`src/rtl/pkey_gate_pkg.sv`:
```
package pkey_gate_pkg;
  typedef enum logic [1:0] {
    RSN_OK = 2'b00,
    RSN_AD = 2'b01,
    RSN_WD = 2'b10
  } reason_t;
endpackage

```
`src/rtl/pkey_gate_bank.sv`:
```
module pkey_gate_bank #(
  parameter int NUM_THREADS = 2,
  parameter int REG_W       = 32,
  parameter int TID_W       = 1
) (
  input  logic             clk,
  input  logic             rst_n,
  input  logic             wr_en,
  input  logic [TID_W-1:0] wr_thread,
  input  logic [REG_W-1:0] wr_data,
  input  logic [TID_W-1:0] rd_thread,
  input  logic [TID_W-1:0] chk_thread,
  output logic [REG_W-1:0] rd_word,
  output logic [REG_W-1:0] chk_word
);
  logic [REG_W-1:0] words [NUM_THREADS];

  for (genvar t = 0; t < NUM_THREADS; t++) begin : g_thread
    always_ff @(posedge clk or negedge rst_n) begin
      if (!rst_n)
        words[t] <= '0;
      else if (wr_en && (wr_thread == TID_W'(t)))
        words[t] <= wr_data;
    end
  end

  assign rd_word  = words[rd_thread];
  assign chk_word = words[chk_thread];
endmodule

```
`src/rtl/pkey_gate_decode.sv`:
```
module pkey_gate_decode #(
  parameter int NUM_KEYS = 16,
  parameter int KEY_W    = 4
) (
  input  logic [2*NUM_KEYS-1:0] word,
  input  logic [KEY_W-1:0]      key,
  output logic                  acc_block,
  output logic                  wr_block
);
  logic [NUM_KEYS-1:0] acc_vec;
  logic [NUM_KEYS-1:0] wr_vec;

  for (genvar k = 0; k < NUM_KEYS; k++) begin : g_key
    assign acc_vec[k] = word[2*k];
    assign wr_vec[k]  = word[2*k+1];
  end

  assign acc_block = acc_vec[key];
  assign wr_block  = wr_vec[key];
endmodule

```
`src/rtl/pkey_gate_classify.sv`:
```
module pkey_gate_classify
  import pkey_gate_pkg::*;
(
  input  logic    acc_block,
  input  logic    wr_block,
  input  logic    is_write,
  input  logic    is_fetch,
  input  logic    long_mode,
  output reason_t reason
);
  logic enforced;

  assign enforced = long_mode && !is_fetch;

  always_comb begin
    reason = RSN_OK;
    if (enforced) begin
      if (acc_block)
        reason = RSN_AD;
      else if (wr_block && is_write)
        reason = RSN_WD;
    end
  end
endmodule

```
`src/rtl/pkey_gate.sv`:
```
module pkey_gate
  import pkey_gate_pkg::*;
#(
  parameter int NUM_KEYS    = 16,
  parameter int NUM_THREADS = 2,
  localparam int KEY_W      = $clog2(NUM_KEYS),
  localparam int TID_W      = (NUM_THREADS > 1) ? $clog2(NUM_THREADS) : 1,
  localparam int REG_W      = 2 * NUM_KEYS
) (
  input  logic             clk,
  input  logic             rst_n,
  input  logic             wr_en,
  input  logic [TID_W-1:0] wr_thread,
  input  logic [REG_W-1:0] wr_data,
  input  logic [TID_W-1:0] rd_thread,
  output logic [REG_W-1:0] rd_data,
  input  logic             req_valid,
  output logic             req_ready,
  input  logic [KEY_W-1:0] req_key,
  input  logic             req_write,
  input  logic             req_fetch,
  input  logic [TID_W-1:0] req_thread,
  input  logic             req_long_mode,
  output logic             rsp_valid,
  input  logic             rsp_ready,
  output logic             rsp_fault,
  output logic [1:0]       rsp_reason
);
  logic [REG_W-1:0] chk_word;
  logic             acc_block;
  logic             wr_block;
  reason_t          reason;

  pkey_gate_bank #(
    .NUM_THREADS(NUM_THREADS), .REG_W(REG_W), .TID_W(TID_W)
  ) u_bank (
    .clk(clk), .rst_n(rst_n),
    .wr_en(wr_en), .wr_thread(wr_thread), .wr_data(wr_data),
    .rd_thread(rd_thread), .chk_thread(req_thread),
    .rd_word(rd_data), .chk_word(chk_word)
  );

  pkey_gate_decode #(.NUM_KEYS(NUM_KEYS), .KEY_W(KEY_W)) u_dec (
    .word(chk_word), .key(req_key),
    .acc_block(acc_block), .wr_block(wr_block)
  );

  pkey_gate_classify u_cls (
    .acc_block(acc_block), .wr_block(wr_block),
    .is_write(req_write), .is_fetch(req_fetch), .long_mode(req_long_mode),
    .reason(reason)
  );

  assign rsp_valid  = req_valid;
  assign req_ready  = rsp_ready;
  assign rsp_reason = reason;
  assign rsp_fault  = (reason != RSN_OK);
endmodule

```
`config.mk`:
```
export PLATFORM = sky130hd
export DESIGN_NAME = pkey_gate
export DESIGN_NICKNAME = d
export VERILOG_FILES = /design/src/rtl/pkey_gate_pkg.sv /design/src/rtl/pkey_gate_bank.sv /design/src/rtl/pkey_gate_decode.sv /design/src/rtl/pkey_gate_classify.sv /design/src/rtl/pkey_gate.sv
export SDC_FILE = /design/constraint.sdc
export NUM_CORES = 1
export LEC_CHECK = 0
export BUFFER_PORTS_ARGS = -buffer_cell sky130_fd_sc_hd__buf_2
export CORE_AREA = 2 2 88 90
export DETAILED_ROUTE_END_ITERATION = 8
export DIE_AREA = 0 0 90 92
export GPL_ROUTABILITY_DRIVEN = 0
export PLACE_DENSITY = 0.76
export SLEW_MARGIN = 20
export SYNTH_ARGS = -nofsm -noshare
export SYNTH_HDL_FRONTEND = slang
export SYNTH_HIERARCHICAL = 1
export SYNTH_SLANG_ARGS = --single-unit
```
`constraint.sdc`:
```
create_clock -name clk -period 2.2 [get_ports clk]
set_input_delay 0.22 -clock clk [delete_from_list [all_inputs] [get_ports clk]]
set_output_delay 0.22 -clock clk [all_outputs]
set_load 0.01 [all_outputs]
```
==> results.py <==
metrics = {
    "cells_and_area": {
        "num-nets-final": 379,
        "antenna_cells": 0,
        "area_delta_synth_final_pct": 23.26,
        "final_common_cell": "mux2_2",
        "largest_reg_flops": 64,
        "layout_common_cells": "mux2_2 (111), buf_2 (79), dfrtp_1 (64)",
        "largest-register": "u_bank/words",
        "final_layout_size_suffix_gt1_share_pct": 74.78,
        "biggestRegsByFlops": "u_bank/words x64",
    },
    "routing": {
        "drc_markers": 0,
        "routed_via_density": 5.207,
        "routed_wl_um": 7426,
        "avgRoutedWirePerCell_um": 16.92,
        "via_count": 2286,
        "initial_drt_markers": 81,
        "detailedRoute.firstPassIterationCount": 4,
        "drtAntennaViolNets": 0,
    },
    "sta": {
        "slew_viol_final": 0,
        "hold_violations": 0,
        "slew_headroom_pct": 46.20,
        "grt_setup_unrepaired": "yes",
        "worstMarginPinSlew_ps": 807.1,
        "final_worst_clock_skew_ps": 0,
        "final_period_minus_worst_setup_slack_ps": 2546,
        "report.final.setup_viol": 3,
        "maxClockFrequency_ghz": 0.3927,
        "layout_worst_path_cycle_share_pct": 115.7,
        "finalWorstSetupSlack_ps": -346.5,
    },
    "power": {
        "power-per-cell-area_nw_per_um2": 777.5,
        "power_frac_clock_pct": 30.0,
        "vdd.ir_drop.worst_v": 0.0002627,
        "p_int_uw": 2488,
        "netSwitchingFraction_pct": 26.57,
        "power_leakage_uw": 0.001983,
        "totalPowerFinal_uw": 3387,
        "power.combinational.fraction_pct": 26.4,
        "power.net_switching_uw": 899.9,
        "pwr-share-seq_pct": 43.6,
    },
    "yosys": {
        "flops_latches_synth": 64,
        "synthesis.area_um2": 3535,
        "synth_adder_area_share_pct": 0,
        "synthesis.instances": 236,
        "main_combinational_cell_family_by_area_after_synthesis": "multiplexers",
        "yosysSeqAreaShare_pct": 45.31,
        "synth-simple-area-share_pct": 2.336,
        "synthesis.area_per_instance_um2": 14.98,
        "yosys_warnings": 6,
        "muxShareOfSynthArea_pct": 47.36,
        "netlist-cell-type-count": 17,
        "synth_xor_area_share_pct": 0,
        "postSynthNetCount": 283,
        "synth-compound-area-share_pct": 0.4248,
    },
    "outcome": {
        "outcome": "finished, violations left",
        "failed_checks": "setup timing",
    },
    "grt": {
        "grt_antenna_before_repair": 1,
        "grt.total_usage_pct": 18.65,
        "first_global_vias": 2430,
        "grt_start_max_net_pins": 65,
        "grt_overflow": 0,
        "grt_pass1_wl_um": 12190,
    },
    "die": {
        "placeableCoreArea_um2": 7447,
        "design.die.area_um2": 8280,
        "die_width_um": 90,
        "ios": 84,
        "initial_core_util_pct": 47.46,
        "rows": 32,
        "dieHeight_um": 92,
    },
    "clock_tree": {
        "cts_hold_buf": 0,
        "tritoncts_num_sinks": 64,
        "numCtsBuffers": 9,
        "cts_root_buf": "clkbuf_8",
        "path_clk_slew_ps": 70,
        "cts.path.max_buffers": 2,
        "cts_max_level": 3,
        "clock_insertion_delay_worst_skew_ps": 330,
        "tritoncts_clock_tree": "built",
    },
    "critical_path": {
        "worst-endpoint-arrival_ps": 2330,
        "worstPathMaxFanout": 3,
        "rr_endpoint": "u_bank/words[32]",
        "criticalPathCategory": "flop to output pin",
        "regToRegStartpoint": "u_bank/words[32]",
        "crit_path_end_kind": "output pin",
        "startpoint_type": "flop",
        "rr_worst_depth": 2,
        "timing.reg2reg.setup_slack_ps": 1290,
        "worst_ep_required_time_ps": 1980,
    },
    "placed_design": {
        "port-buffer-count": 79,
        "place_hpwl_um": 5012,
        "post_placement_setup_slack_ps": -283.6,
    },
    "run": {
        "timing.max_cap.violations": 0,
    },
    "min_path": {
        "worst_hold_path_type": "input port to async pin",
    },
}
## cell families after synthesis
group           after synthesis
compound gates                2
buf+inv                      19
flops                        64
mux                         136
simple gates                 15
## cell usage after synthesis
| cell | n | area share, % |
|---|---|---|
| mux2_2 | 114 | 36 |
| nand3_1 | 4 | 0.57 |
| buf_6 | 8 | 2.5 |
| mux2_1 | 4 | 1.3 |
| or2_1 | 1 | 0.18 |
| mux4_2 | 4 | 2.5 |
| nand4b_1 | 1 | 0.25 |
| nor2b_1 | 3 | 0.53 |
| buf_4 | 8 | 1.7 |
| nor2_1 | 2 | 0.21 |
| nand2_1 | 3 | 0.32 |
| and3b_2 | 1 | 0.28 |
| dfrtp_1 | 64 | 45 |
| a22oi_1 | 2 | 0.42 |
| clkbuf_1 | 3 | 0.32 |
| mux2_4 | 10 | 4.2 |
| mux4_1 | 4 | 3.0 |
## worst max-delay path by stage
stage / from / to / slack (ps)
floorplan: req_thread / rsp_fault / -20
detailed placement: req_thread / rsp_fault / -280
global placement: req_thread / rsp_fault / -260
CTS: u_bank/words[36] / rsp_fault / -380
global route: u_bank/words[36] / rsp_fault / -420
finish: u_bank/words[36] / rsp_fault / -350
## routing by layer
layer | up-vias | GRT usage [%] | routed length, um
li1 | 1065 | - | -
met1 | 1158 | 24.12 | 3442
met2 | 51 | 30.76 | 3583
met3 | 10 | 4.355 | 286
met4 | 2 | 6.923 | 97
met5 | - | 0 | 16
## power by group through the flow
stage                     sequential [uW]  combinational (uW)  clock, uW
final                                1480                 895       1020
after detailed placement             1500                 871          0
after floorplan                      1450                 593          0
after global placement               1490                 851          0
after CTS                            1480                 898       1030
after global routing                 1500                 970       1100
## final cells by class
class	count	area, um2
clock buffers	13	158.9
clock inverters	3	40.04
fillers	655	3090
multi-input cells	153	1808
flip-flops and latches	64	1602
well taps	102	127.6
repair buffers	104	620.6
## metrics by stage
stage / util, % / setup TNS [ps] / hold WS [ps] / instance area (um2) / cells
3_5_place_dp: 55.19 / -404.8 / 440.1 / 4110 / 419
2_1_floorplan: - / -18.19 / -75.59 / 3567 / 236
4_1_cts: 58.30 / -668.0 / 90.29 / 4342 / 438
3_3_place_gp: 55.19 / -319.1 / 440.1 / 4110 / 419
5_1_grt: 58.50 / -901.8 / 113.1 / 4357 / 439
6_report: 58.50 / -664.0 / 36.84 / 4357 / 439
## worst max-delay path: stages, from the launching register on
cell     delay (ps)
dfrtp_1         410
mux2_4          280
mux4_2          480
a22oi_2         190
nand3_2         100
and3b_2         200
or2_1           190
buf_2           130
## what timing repair did
action | in CTS | in global routing
buffers inserted | 3 | 1
setup endpoints to repair | 3 | 3
pin swaps | 8 | 0
gates cloned | 0 | 0
gates resized for setup | 2 | 2
No activity file was read; power rests on OpenSTA's default activity.
